==> config.mk <==
export PLATFORM = sky130hd
export DESIGN_NAME = ts_pidf_top
export DESIGN_NICKNAME = d
export VERILOG_FILES = /design/src/rtl/ts_pidf_pkg.sv /design/src/rtl/ts_pidf_regs.sv /design/src/rtl/ts_pidf_match.sv /design/src/rtl/ts_pidf_top.sv
export SDC_FILE = /design/constraint.sdc
export NUM_CORES = 1
export LEC_CHECK = 0
export ABC_AREA = 1
export BUFFER_PORTS_ARGS = -buffer_cell sky130_fd_sc_hd__buf_2
export CORE_MARGIN = 4
export CORE_UTILIZATION = 40
export CTS_CLUSTER_DIAMETER = 200
export DETAILED_ROUTE_END_ITERATION = 7
export GPL_TIMING_DRIVEN = 1
export SYNTH_ARGS = -nofsm -noshare
export SYNTH_HDL_FRONTEND = slang
export SYNTH_SLANG_ARGS = --single-unit
==> constraint.sdc <==
create_clock -name clk -period 5.15 [get_ports clk]
set_input_delay 0.515 -clock clk [delete_from_list [all_inputs] [get_ports clk]]
set_output_delay 0.515 -clock clk [all_outputs]
set_load 0.01 [all_outputs]
==> src/rtl/ts_pidf_pkg.sv <==
package ts_pidf_pkg;

    localparam int          PID_W     = 13;
    localparam int          WORD_W    = 17;
    localparam logic [7:0]  SYNC_BYTE = 8'h47;

    localparam int NOFIL_BIT = 16;
    localparam int EN_BIT    = 15;
    localparam int ORD_BIT   = 14;
    localparam int AOFF_BIT  = 13;

    localparam logic [WORD_W-1:0] CTL_MASK  = 17'h1FFFF;
    localparam logic [WORD_W-1:0] SLOT_MASK = 17'h09FFF;
    localparam logic [WORD_W-1:0] CTL_RST   = 17'h03FFF;
    localparam logic [WORD_W-1:0] SLOT_RST  = 17'h01FFF;

    typedef enum logic [1:0] {
        S_HUNT,
        S_HDR1,
        S_HDR2,
        S_BODY
    } pf_state_t;

    typedef struct packed {
        logic       valid;
        logic       first;
        logic [7:0] data;
    } pf_beat_t;

endpackage

==> src/rtl/ts_pidf_regs.sv <==
module ts_pidf_regs
    import ts_pidf_pkg::*;
#(
    parameter int NSLOT = 8,
    parameter int AW    = 5
) (
    input  logic                          clk,
    input  logic                          rst_n,
    input  logic                          wr_en,
    input  logic [AW-1:0]                 addr,
    input  logic [WORD_W-1:0]             wr_data,
    output logic [WORD_W-1:0]             rd_data,
    input  logic                          snap,
    output logic [NSLOT-1:0]              sh_en,
    output logic [NSLOT-1:0][PID_W-1:0]   sh_pid,
    output logic                          sh_nofil,
    output logic                          sh_aoff,
    output logic                          sh_ord
);
    localparam int SW = AW - 2;

    logic [SW-1:0]                  sel;
    logic                           aligned;
    logic [NSLOT-1:0][WORD_W-1:0]   words;

    assign sel     = addr[AW-1:2];
    assign aligned = (addr[1:0] == 2'b00);

    for (genvar g = 0; g < NSLOT; g++) begin : g_slot
        localparam logic [WORD_W-1:0] MASK = (g == 0) ? CTL_MASK : SLOT_MASK;
        localparam logic [WORD_W-1:0] RSTV = (g == 0) ? CTL_RST  : SLOT_RST;

        logic [WORD_W-1:0] word_q;
        logic              en_q;
        logic [PID_W-1:0]  pid_q;

        always_ff @(posedge clk or negedge rst_n) begin
            if (!rst_n) begin
                word_q <= RSTV;
            end else if (wr_en && aligned && (sel == SW'(g))) begin
                word_q <= wr_data & MASK;
            end
        end

        always_ff @(posedge clk or negedge rst_n) begin
            if (!rst_n) begin
                en_q  <= 1'b0;
                pid_q <= '1;
            end else if (snap) begin
                en_q  <= word_q[EN_BIT];
                pid_q <= word_q[PID_W-1:0];
            end
        end

        assign words[g]  = word_q;
        assign sh_en[g]  = en_q;
        assign sh_pid[g] = pid_q;
    end

    always_ff @(posedge clk or negedge rst_n) begin
        if (!rst_n) begin
            sh_nofil <= 1'b0;
            sh_aoff  <= 1'b1;
            sh_ord   <= 1'b0;
        end else if (snap) begin
            sh_nofil <= words[0][NOFIL_BIT];
            sh_aoff  <= words[0][AOFF_BIT];
            sh_ord   <= words[0][ORD_BIT];
        end
    end

    assign rd_data = aligned ? words[sel] : '0;

endmodule

==> src/rtl/ts_pidf_match.sv <==
module ts_pidf_match
    import ts_pidf_pkg::*;
#(
    parameter int NSLOT = 8
) (
    input  logic [PID_W-1:0]              pid,
    input  logic [NSLOT-1:0]              slot_en,
    input  logic [NSLOT-1:0][PID_W-1:0]   slot_pid,
    input  logic                          nofil,
    input  logic                          aoff,
    output logic                          pass
);
    logic [NSLOT-1:0] hit;

    for (genvar g = 0; g < NSLOT; g++) begin : g_cmp
        assign hit[g] = slot_en[g] && (slot_pid[g] == pid);
    end

    assign pass = nofil || (!aoff && (|hit));

endmodule

==> src/rtl/ts_pidf_top.sv <==
module ts_pidf_top
    import ts_pidf_pkg::*;
#(
    parameter  int NSLOT   = 8,
    parameter  int PKT_LEN = 188,
    localparam int AW      = $clog2(NSLOT) + 2
) (
    input  logic              clk,
    input  logic              rst_n,
    input  logic              in_valid,
    input  logic              in_sop,
    input  logic [7:0]        in_data,
    input  logic              reg_we,
    input  logic [AW-1:0]     reg_addr,
    input  logic [WORD_W-1:0] reg_wdata,
    output logic [WORD_W-1:0] reg_rdata,
    output logic              out_valid,
    output logic              out_sop,
    output logic [7:0]        out_data,
    output logic              out_order
);
    localparam int CW = $clog2(PKT_LEN);

    pf_state_t   state_q, state_d;
    logic [CW-1:0] cnt_q;
    logic [4:0]  pid_hi_q;
    logic        keep_q, ord_q;
    pf_beat_t    stage_a, stage_b;

    logic        sync_ok, accept, snap, decide, abort, pass, dec_now;
    logic [NSLOT-1:0]            sh_en;
    logic [NSLOT-1:0][PID_W-1:0] sh_pid;
    logic        sh_nofil, sh_aoff, sh_ord;

    assign sync_ok = in_valid && in_sop && (in_data == SYNC_BYTE);
    assign snap    = (state_q == S_HUNT) && sync_ok;
    assign accept  = snap || (in_valid && (state_q != S_HUNT));
    assign decide  = (state_q == S_HDR2) && in_valid;
    assign abort   = ((state_q == S_HDR1) || (state_q == S_HDR2)) && !in_valid;
    assign dec_now = decide && pass;

    ts_pidf_regs #(.NSLOT(NSLOT), .AW(AW)) u_regs (
        .clk      (clk),
        .rst_n    (rst_n),
        .wr_en    (reg_we),
        .addr     (reg_addr),
        .wr_data  (reg_wdata),
        .rd_data  (reg_rdata),
        .snap     (snap),
        .sh_en    (sh_en),
        .sh_pid   (sh_pid),
        .sh_nofil (sh_nofil),
        .sh_aoff  (sh_aoff),
        .sh_ord   (sh_ord)
    );

    ts_pidf_match #(.NSLOT(NSLOT)) u_match (
        .pid      ({pid_hi_q, in_data}),
        .slot_en  (sh_en),
        .slot_pid (sh_pid),
        .nofil    (sh_nofil),
        .aoff     (sh_aoff),
        .pass     (pass)
    );

    // state register
    always_ff @(posedge clk or negedge rst_n) begin
        if (!rst_n) state_q <= S_HUNT;
        else        state_q <= state_d;
    end

    // transitions
    always_comb begin
        state_d = state_q;
        unique case (state_q)
            S_HUNT: if (sync_ok)  state_d = S_HDR1;
            S_HDR1: state_d = in_valid ? S_HDR2 : S_HUNT;
            S_HDR2: state_d = in_valid ? S_BODY : S_HUNT;
            S_BODY: if (in_valid && (cnt_q == CW'(PKT_LEN - 1))) state_d = S_HUNT;
            default: state_d = S_HUNT;
        endcase
    end

    // datapath and outputs
    always_ff @(posedge clk or negedge rst_n) begin
        if (!rst_n) begin
            cnt_q     <= '0;
            pid_hi_q  <= '0;
            keep_q    <= 1'b0;
            ord_q     <= 1'b0;
            stage_a   <= '0;
            stage_b   <= '0;
            out_valid <= 1'b0;
            out_sop   <= 1'b0;
            out_data  <= '0;
            out_order <= 1'b0;
        end else begin
            stage_a.valid <= accept;
            stage_a.first <= snap;
            stage_a.data  <= in_data;
            stage_b       <= stage_a;

            if (state_q == S_HDR1 && in_valid) pid_hi_q <= in_data[4:0];

            if (decide) begin
                cnt_q  <= CW'(3);
                keep_q <= pass;
                ord_q  <= sh_ord;
            end else if (abort) begin
                keep_q <= 1'b0;
            end else if (state_q == S_BODY && in_valid) begin
                cnt_q <= cnt_q + 1'b1;
            end

            out_valid <= stage_b.valid && (stage_b.first ? dec_now : keep_q);
            out_sop   <= stage_b.valid && stage_b.first && dec_now;
            out_data  <= stage_b.data;
            out_order <= stage_b.first ? sh_ord : ord_q;
        end
    end

endmodule

==> metrics, run 1 <==
fin worst setup slack approximately 1800 ps; Post-Route WL roughly 42000 um; area occupied by registers slightly above 7000 sq um; CTS tree done; Synth area leaders dfstp_2, nand2_1, dfrtp_1, o21ai_0, inv_1; Clk pin slew, worst setup/hold paths 50 ps; top cell type's share of synthesized area a little over two fifths; Crit-path slowest cell a311oi_1; WS Path Type in -> out; worst relative slew slack 21.5%; Crit path required time between 4000 and 5000 ps; Synth area leader dfstp_2; total gr overflow 0; CTS Sinks roughly 280; non-filler cells, final between 2000 and 2500; Final min period ~3300 ps; EDFF count, synth 0; combinational share of power between 10 and 15%; actual slew at the worst max-slew pin around 1200 ps; critical-path maximum fanout 22; Yosys Warn Count 0; worst-path cell chain buf_2, inv_1, nor2_2, buf_4, inv_1, o21ai_0, nor3_1, a311oi_1, buf_2; fmax 303 MHz; DRC viols 0; area occupied by multi-input gates around 5000 sq um; ant diodes 0; largest net degree at the start of global routing between 100 and 150; fraction of layout cells with a size suffix above 1 between 20 and 25%; CTS H-tree lvls 2; Net Switching roughly 1.9 mW; number of fill cells 3188; Leak approximately 7.0 nW; Mapped Nets ~1600; vias in the first global route approximately 10000; fin. max-slew vios 0; ANT nets after route 0; Area Growth Syn to Fin 12.1%; Initial Util between 40% and 50%; Die H ~190 um; kind of end point of the critical path primary output; DR pass1 iterations 7; Synth Cell Area roughly 13000 sq um; fin util approximately 45%; final-stage net count 1681; Post-CTS Hold Buffers 0; post-cts gate resize count 0; first-pass GRT wire length ~65000 um; core area approximately 33000 sq um; most instantiated library cell after synthesis nand2_1; post-synthesis register bit count around 280; Placer Congestion around 0.95; Worst Path Buf+Inv 5; 1st-iter DRT viols roughly 1100; Post-Synthesis Cells ~1600; sw frac a little under a third; Commonest cells post-synth nand2_1, dfstp_2, o21ai_0; setup violators final 0; Synth cell types 43; delay-heaviest family, CP buffers and inverters; Root Buffer clkbuf_16; initial antenna violation count 1; post-CTS setup buffers 0; Bufs on Longest Clock Path 3; max cap viols 0; Post-synth ARST share between 90% and 100%; Power Internal roughly 4.3 mW; vias per inst 5.18; final hold slack between 50 and 60 ps; Avg Cell Area, Syn a little over 8 sq um; Post-Route Setup TNS 0 ps; cell count after placement 2047; RSZ-0062 raised after global routing no; critical path's largest stage delay about 400 ps; ratio of final minimum period to clock period between 60% and 70%; dpl ws 1990 ps; HP Class in -> async; register area share after synthesis 54.6%; run status completed; total CTS buffers 34; Die ar. 36000 sq um; Setup crit start kind input pin; Sequential Power Share a little under half; Power Dens Cells ~420 nW/um^2; # rows 66; I/O pin count 63; Skew-Pair Late Insertion Delay between 500 and 600 ps; Clock Power Share 37.3%; worst vdd ir 0.244 mV; skew final 27.4 ps; die width approximately 190 um; Via Count 10900; drt wl/cell 20.1 um; PortBufs 62; GR Util All Layers a little under a quarter; ys flop type dfstp_2; CP arrival 2790 ps; Post-DP HPWL 30200 um; Hold Vio Cnt, Final 0
==> layout by cell type, fill, tap and decap left out, types with 2 or more instances in the layout <==
cell type,n
a21oi_1,36
a22o_1,2
a311oi_1,11
buf_12,2
buf_2,61
buf_4,7
clkbuf_1,14
clkbuf_16,35
clkbuf_8,7
clkinv_1,6
clkinv_2,3
clkinv_8,2
dfrtp_1,68
dfstp_2,210
ha_1,5
inv_1,163
inv_2,4
nand2_1,592
nand3_1,28
nand4_1,3
nand4_2,2
nor2_1,94
nor2_2,3
nor2_4,2
nor3_1,13
nor4_1,3
o2111ai_1,9
o211ai_1,3
o21ai_0,184
o21ai_1,36
o21ai_2,33
o22ai_1,6
or2_2,5
xor2_1,2
==> sequential cells by signal, indices dropped and copies added, names as in the netlist <==
| signal | flops |
|---|---|
| stage_a | 10 |
| u_regs.g_slot.en_q | 8 |
| u_regs.sh_nofil | 1 |
| stage_b | 10 |
| u_regs.g_slot.word_q | 115 |
| u_regs.g_slot.pid_q | 104 |
| ord_q | 1 |
| keep_q | 1 |
| u_regs.sh_ord | 1 |
| out_valid | 1 |
| u_regs.sh_aoff | 1 |
| out_order | 1 |
| pid_hi_q | 5 |
| cnt_q | 8 |
| out_sop | 1 |
| out_data | 8 |
| state_q | 2 |
==> kinds of logic after synthesis <==
family	count (synthesis)	share of synthesized area (%)
and+or+nand+nor	750	22.4
xor gates and xnor gates	2	0.132
AOI/OAI and AO/OA	326	14.1
buffers and inverters	246	8.31
DFF	278	54.6
adders and majority gates	5	0.473
==> power groups by stage <==
stage / clock network [mW] / logic, mW / registers (mW)
after floorplan: 0 / 0.638 / 2.77
after global placement: 0 / 0.907 / 2.98
after detailed placement: 0 / 0.921 / 2.98
after CTS: 2.36 / 0.924 / 2.94
after global routing: 2.46 / 1.05 / 2.99
final: 2.31 / 0.919 / 2.96
==> layer usage <==
metal / part of all wire [%] / track usage, % / wire length (um)
met5: 0.040 / 0 / 17
met4: 3.9 / 8.71 / 1660
met3: 9.2 / 5.36 / 3890
met2: 43 / 34.7 / 18100
met1: 44 / 34.4 / 18700
==> path summary, 6_finish.rpt <==
check / slack (ps) / cells after the start / start / to
max: 1850 / 9 / reg_addr[3] / reg_rdata[11]
min: 50 / 1 / rst_n / out_data[1]
max reg2reg: 2750 / 14 / pid_hi_q[1] / out_sop
min reg2reg: 350 / 0 / stage_a[6] / stage_b[6]
max in group asynchronous: 3850 / 2 / rst_n / u_regs.g_slot[7].pid_q[1]
min in group clk: 230 / 1 / in_data[0] / stage_a[0]
==> final cells by class <==
type                            count  area share (%)
Clock inverter                      6           0.380
Inverter                          173            4.38
Timing Repair Buffer               71            2.78
Multi-Input combinational cell   1083            33.1
Tap cell                          442            3.73
Clock buffer                       56            6.91
Sequential cell                   278            48.7
==> worst register-to-register path, cell delays in order, from the launching register on <==
cell      delay, ps
dfrtp_1         550
clkinv_1        490
nand2_1         170
nand2_1          60
nor2_1          270
nand2_1         100
nor2_1          110
nand2_1          60
nand2_1          60
nor2_1           40
nand2_1         120
nand2_1          70
nand2_1         100
nand3_1         100
inv_1            70
==> through the flow <==
stage                     instance area (sq um)  total power [mW]
final                                     14800              6.19
after global routing                      14800              6.50
after CTS                                 14800              6.23
after detailed placement                  13700              3.90
after global placement                    13700              3.88
after floorplan                           13200              3.41
Power figures use the tool's default switching activity.
==> run 2: changes to the inputs <==
==> constraint.sdc (replaced) <==
create_clock -name clk -period 3.3 [get_ports clk]
set_input_delay 0.33 -clock clk [delete_from_list [all_inputs] [get_ports clk]]
set_output_delay 0.33 -clock clk [all_outputs]
set_load 0.01 [all_outputs]
==> metrics, run 2 (synthesized netlist as in run 1, its figures left out) <==
run status completed; fraction of layout cells with a size suffix above 1 between 20% and 30%; non-filler cells, final approximately 2100; fin util between 40% and 50%; number of fill cells 3196; core area roughly 33000 sq um; WS Path Type reg -> out; CTS Sinks around 280; skew final 20.7 ps; reg2reg setup slack 1010 ps; total CTS buffers 34; Crit path required time approximately 3000 ps; drt wl/cell between 15 and 20 um; worst relative slew slack between 30 and 40%; number of flip-flops in the largest register around 120; cell count after placement ~2100; Leak between 7 and 8 nW; vias in the first global route around 11000; critical-path maximum fanout 2; largest net degree at the start of global routing 114; # rows 66; Setup crit start kind flop; Post-Route Setup TNS 0 ps; Skew-Pair Late Insertion Delay 520 ps; most common cell after layout, fill and taps aside nand2_1; actual slew at the worst max-slew pin 1020 ps; final hold slack roughly 35 ps; setup violators final 0; fmax approximately 400 MHz; CP arrival roughly 2200 ps; DR pass1 iterations 7; commonest non-fill, non-tap cells in the layout nand2_1, dfstp_2, o21ai_0; PortBufs 62; Placer Congestion about 0.9; Die H around 190 um; ratio of final minimum period to clock period around three quarters; CTS tree done; worst vdd ir ~0.32 mV; HP Class in -> reg; fin. max-slew vios 0; Post-CTS Hold Buffers 1; GR Util All Layers around 23%; area occupied by multi-input gates 4910 sq um; Post-Route WL around 41000 um; Bufs on Longest Clock Path 3; die width 190 um; post-cts gate resize count 0; Hold Path Depth 1; vias per inst 5.09; max cap viols 0; DRC viols 0; Area Growth Syn to Fin 13.4%; WHS Endpoint stage_a[0]; Die ar. 36000 sq um; Final Power slightly below 10 mW; Root Buffer clkbuf_16; Largest regs u_regs.g_slot.word_q (115), u_regs.g_slot.pid_q (104); I/O pin count 63; initial antenna violation count 0; Post-DP HPWL roughly 30000 um; 1st-iter DRT viols between 1000 and 1500; R2R Path End out_valid; hold wc startpoint in_data[0]; Clk pin slew, worst setup/hold paths roughly 60 ps; area occupied by registers just over 7000 sq um; first-pass GRT wire length around 65000 um; Hold Vio Cnt, Final 0; Worst R2R Path Depth 14; total gr overflow 0; final-stage net count around 1700; Biggest register u_regs.g_slot.word_q; ANT nets after route 0; CTS H-tree lvls 2; RSZ-0062 raised after global routing no; Power Dens Cells approximately 650 nW/um^2; kind of end point of the critical path primary output; ant diodes 0; Via Count between 10000 and 15000; post-CTS setup buffers 0; Final min period around 2500 ps; RR Startpoint pid_hi_q[2]; Initial Util around two fifths
==> run 2: cell types whose count changed in the layout (fill, tap and decap cells not counted), sizes merged <==
| cell | change |
|---|---|
| buf | +15 |
| bufinv | +2 |
| clkbuf | -6 |
| clkinv | +1 |
| dlygate4sd3 | +1 |
| inv | +2 |
==> run 2: worst max-delay path by stage <==
stage / start / endpoint / slack, ps / cells past startpoint
after detailed placement: in_data[1] / u_regs.g_slot[4].pid_q[3] / 780 / 8
after global routing: u_regs.g_slot[6].word_q[9] / reg_rdata[9] / 770 / 5
final: u_regs.g_slot[6].word_q[9] / reg_rdata[9] / 810 / 5
after global placement: in_data[1] / u_regs.g_slot[6].pid_q[3] / 870 / 8
after CTS: u_regs.g_slot[6].word_q[9] / reg_rdata[9] / 840 / 5
after floorplan: reg_addr[3] / reg_rdata[10] / 1510 / 7
==> run 2: per-layer routing <==
metal / vias up / share of wire, % / track usage (%)
met5: - / 0 / 0
met4: 0 / 3.0 / 7.12
met3: 72 / 7.3 / 3.61
met2: 377 / 44 / 35.2
met1: 5170 / 45 / 34.3
li1: 5195 / - / -
==> run 2: worst max-delay path: stages, from the launching register on <==
cell       delay, ps
dfstp_2          520
inv_1             80
o2111ai_1        200
nor2_1            60
a311oi_1         530
buf_2            250
==> run 2: through the flow <==
stage	worst slack [ps]	cell area, sq um
final	813	15000
after floorplan	1510	13200
after global placement	873	13900
after detailed placement	783	13900
after global routing	766	15000
after CTS	837	15000
==> run 2: area by class of cell <==
| class | instances | area share, % |
|---|---|---|
| Clock buffer | 50 | 6.54 |
| Clock inverter | 11 | 0.851 |
| Inverter | 173 | 4.33 |
| Multi-Input combinational cell | 1083 | 32.7 |
| Sequential cell | 278 | 48.1 |
| Tap cell | 442 | 3.69 |
| Timing Repair Buffer | 87 | 3.74 |
==> run 2: where the power goes <==
| part | switching, mW | internal [mW] | total, mW |
|---|---|---|---|
| combinational | 0.987 | 0.469 | 1.46 |
| clock | 1.47 | 2.23 | 3.70 |
| sequential | 0.486 | 4.09 | 4.58 |
| total | 2.94 | 6.79 | 9.73 |
==> run 3: changes to the inputs <==
==> constraint.sdc (replaced) <==
create_clock -name clk -period 2.5 [get_ports clk]
set_input_delay 0.25 -clock clk [delete_from_list [all_inputs] [get_ports clk]]
set_output_delay 0.25 -clock clk [all_outputs]
set_load 0.01 [all_outputs]
==> metrics, run 3 (synthesized netlist as in run 1, its figures left out) <==
largest net degree at the start of global routing 88; DR pass1 iterations 7; post-cts gate resize count 0; Biggest register u_regs.g_slot.word_q; fraction of layout cells with a size suffix above 1 24.8%; first-pass GRT wire length around 65000 um; Post-Route Setup TNS 0 ps; 1st-iter DRT viols approximately 1100; Placer Congestion around 0.94; Area Growth Syn to Fin 17.0%; Clk pin slew, worst setup/hold paths about 60 ps; final-stage net count 1751; skew final approximately 13 ps; Bufs on Longest Clock Path 3; Final min period 2390 ps; ant diodes 0; I/O pin count 63; vias in the first global route approximately 11000; WS Path Type reg -> out; Leak ~7.3 nW; total gr overflow 0; worst relative slew slack 53.4%; fmax ~420 MHz; commonest non-fill, non-tap cells in the layout nand2_1, dfstp_2, o21ai_0; vias per inst 5.08; total CTS buffers 31; Skew-Pair Late Insertion Delay 560 ps; initial antenna violation count 0; actual slew at the worst max-slew pin 699 ps; PortBufs 62; DRC viols 0; die width 190 um; critical-path maximum fanout 2; Crit path required time 2250 ps; post-CTS setup buffers 0; CP arrival ~2100 ps; worst vdd ir 0.529 mV; ratio of final minimum period to clock period between 90% and 100%; Die ar. roughly 36000 sq um; setup violators final 0; GR Util All Layers 23.5%; core area roughly 33000 sq um; most common cell after layout, fill and taps aside nand2_1; # rows 66; Die H 190 um; fin. max-slew vios 0; Setup crit start kind flop; ANT nets after route 0; CTS Sinks about 280; Final Power ~13 mW; run status completed; Power Dens Cells approximately 800 nW/um^2; Post-Route WL about 42000 um; Initial Util 40.6%; CTS H-tree lvls 1; CTS tree done; Post-CTS Hold Buffers 24; Post-DP HPWL approximately 30000 um; Largest regs u_regs.g_slot.word_q (115), u_regs.g_slot.pid_q (104); kind of end point of the critical path primary output; Via Count between 10000 and 15000; drt wl/cell between 15 and 20 um; max cap viols 0; Root Buffer clkbuf_16; HP Class in -> reg; RSZ-0062 raised after global routing no; Hold Vio Cnt, Final 0; number of flip-flops in the largest register 115
==> run 3: cell types whose count changed in the layout (fill, tap and decap cells not counted), sizes merged <==
cell         before  now
inv             169  167
clkinvlp          0    1
buf              86  120
clkbuf           50   46
dlygate4sd3       1   24
bufinv            2    3
==> run 3: final cells by class <==
class,count,area (sq um)
fill,3158,17100
sequential,278,7220
multi-input combinational,1083,4910
timing repair buffer,144,1110
clock buffer,46,902
inverter,173,649
tap,442,553
clock inverter,11,133
==> run 3: where the power goes <==
group	switching, mW	leakage [nW]	internal [mW]	total, mW
Clock	1.86	0.512	2.79	4.65
Sequential	0.520	3.03	5.40	5.92
Combinational	1.45	3.78	0.732	2.19
Total	3.83	7.32	8.91	12.7
==> run 3: path summary, 6_finish.rpt <==
| check | startpoint | to | slack, ps | cells after the start |
|---|---|---|---|---|
| worst min-delay path | in_data[1] | stage_a[1] | 40 | 2 |
| max in group asynchronous | rst_n | u_regs.g_slot[3].pid_q[0] | 1570 | 3 |
| worst max register to register | pid_hi_q[1] | out_valid | 490 | 14 |
| min in group asynchronous | rst_n | u_regs.g_slot[4].word_q[6] | 370 | 2 |
| worst max-delay path | u_regs.g_slot[6].word_q[2] | reg_rdata[2] | 110 | 5 |
| worst min register to register | stage_b[6] | out_data[6] | 350 | 0 |
==> run 3: worst max-delay path, stage by stage (launching register included) <==
cell       delay, ps
dfstp_2          550
inv_1             60
o2111ai_1        360
nor2_1            70
a311oi_1         330
buf_2            210
==> run 3: stage by stage <==
stage | worst slack [ps] | util, % | hold slack (ps) | area (sq um) | std cells
final | 107 | 47.4 | 37.7 | 15500 | 2177
after global routing | 77.1 | 47.4 | 38.9 | 15500 | 2177
after CTS | 119 | 47.4 | 32.7 | 15500 | 2177
after detailed placement | 278 | 43.5 | 335 | 14200 | 2096
after global placement | 288 | 43.5 | 331 | 14200 | 2096
after floorplan | 830 | - | -45.6 | 13200 | 1607
==> run 3: layer usage <==
metal | wire length (um) | GRT usage, %
met1 | 19300 | 34.7
met2 | 18300 | 34.8
met3 | 3040 | 4.00
met4 | 1600 | 8.38
met5 | 0 | 0
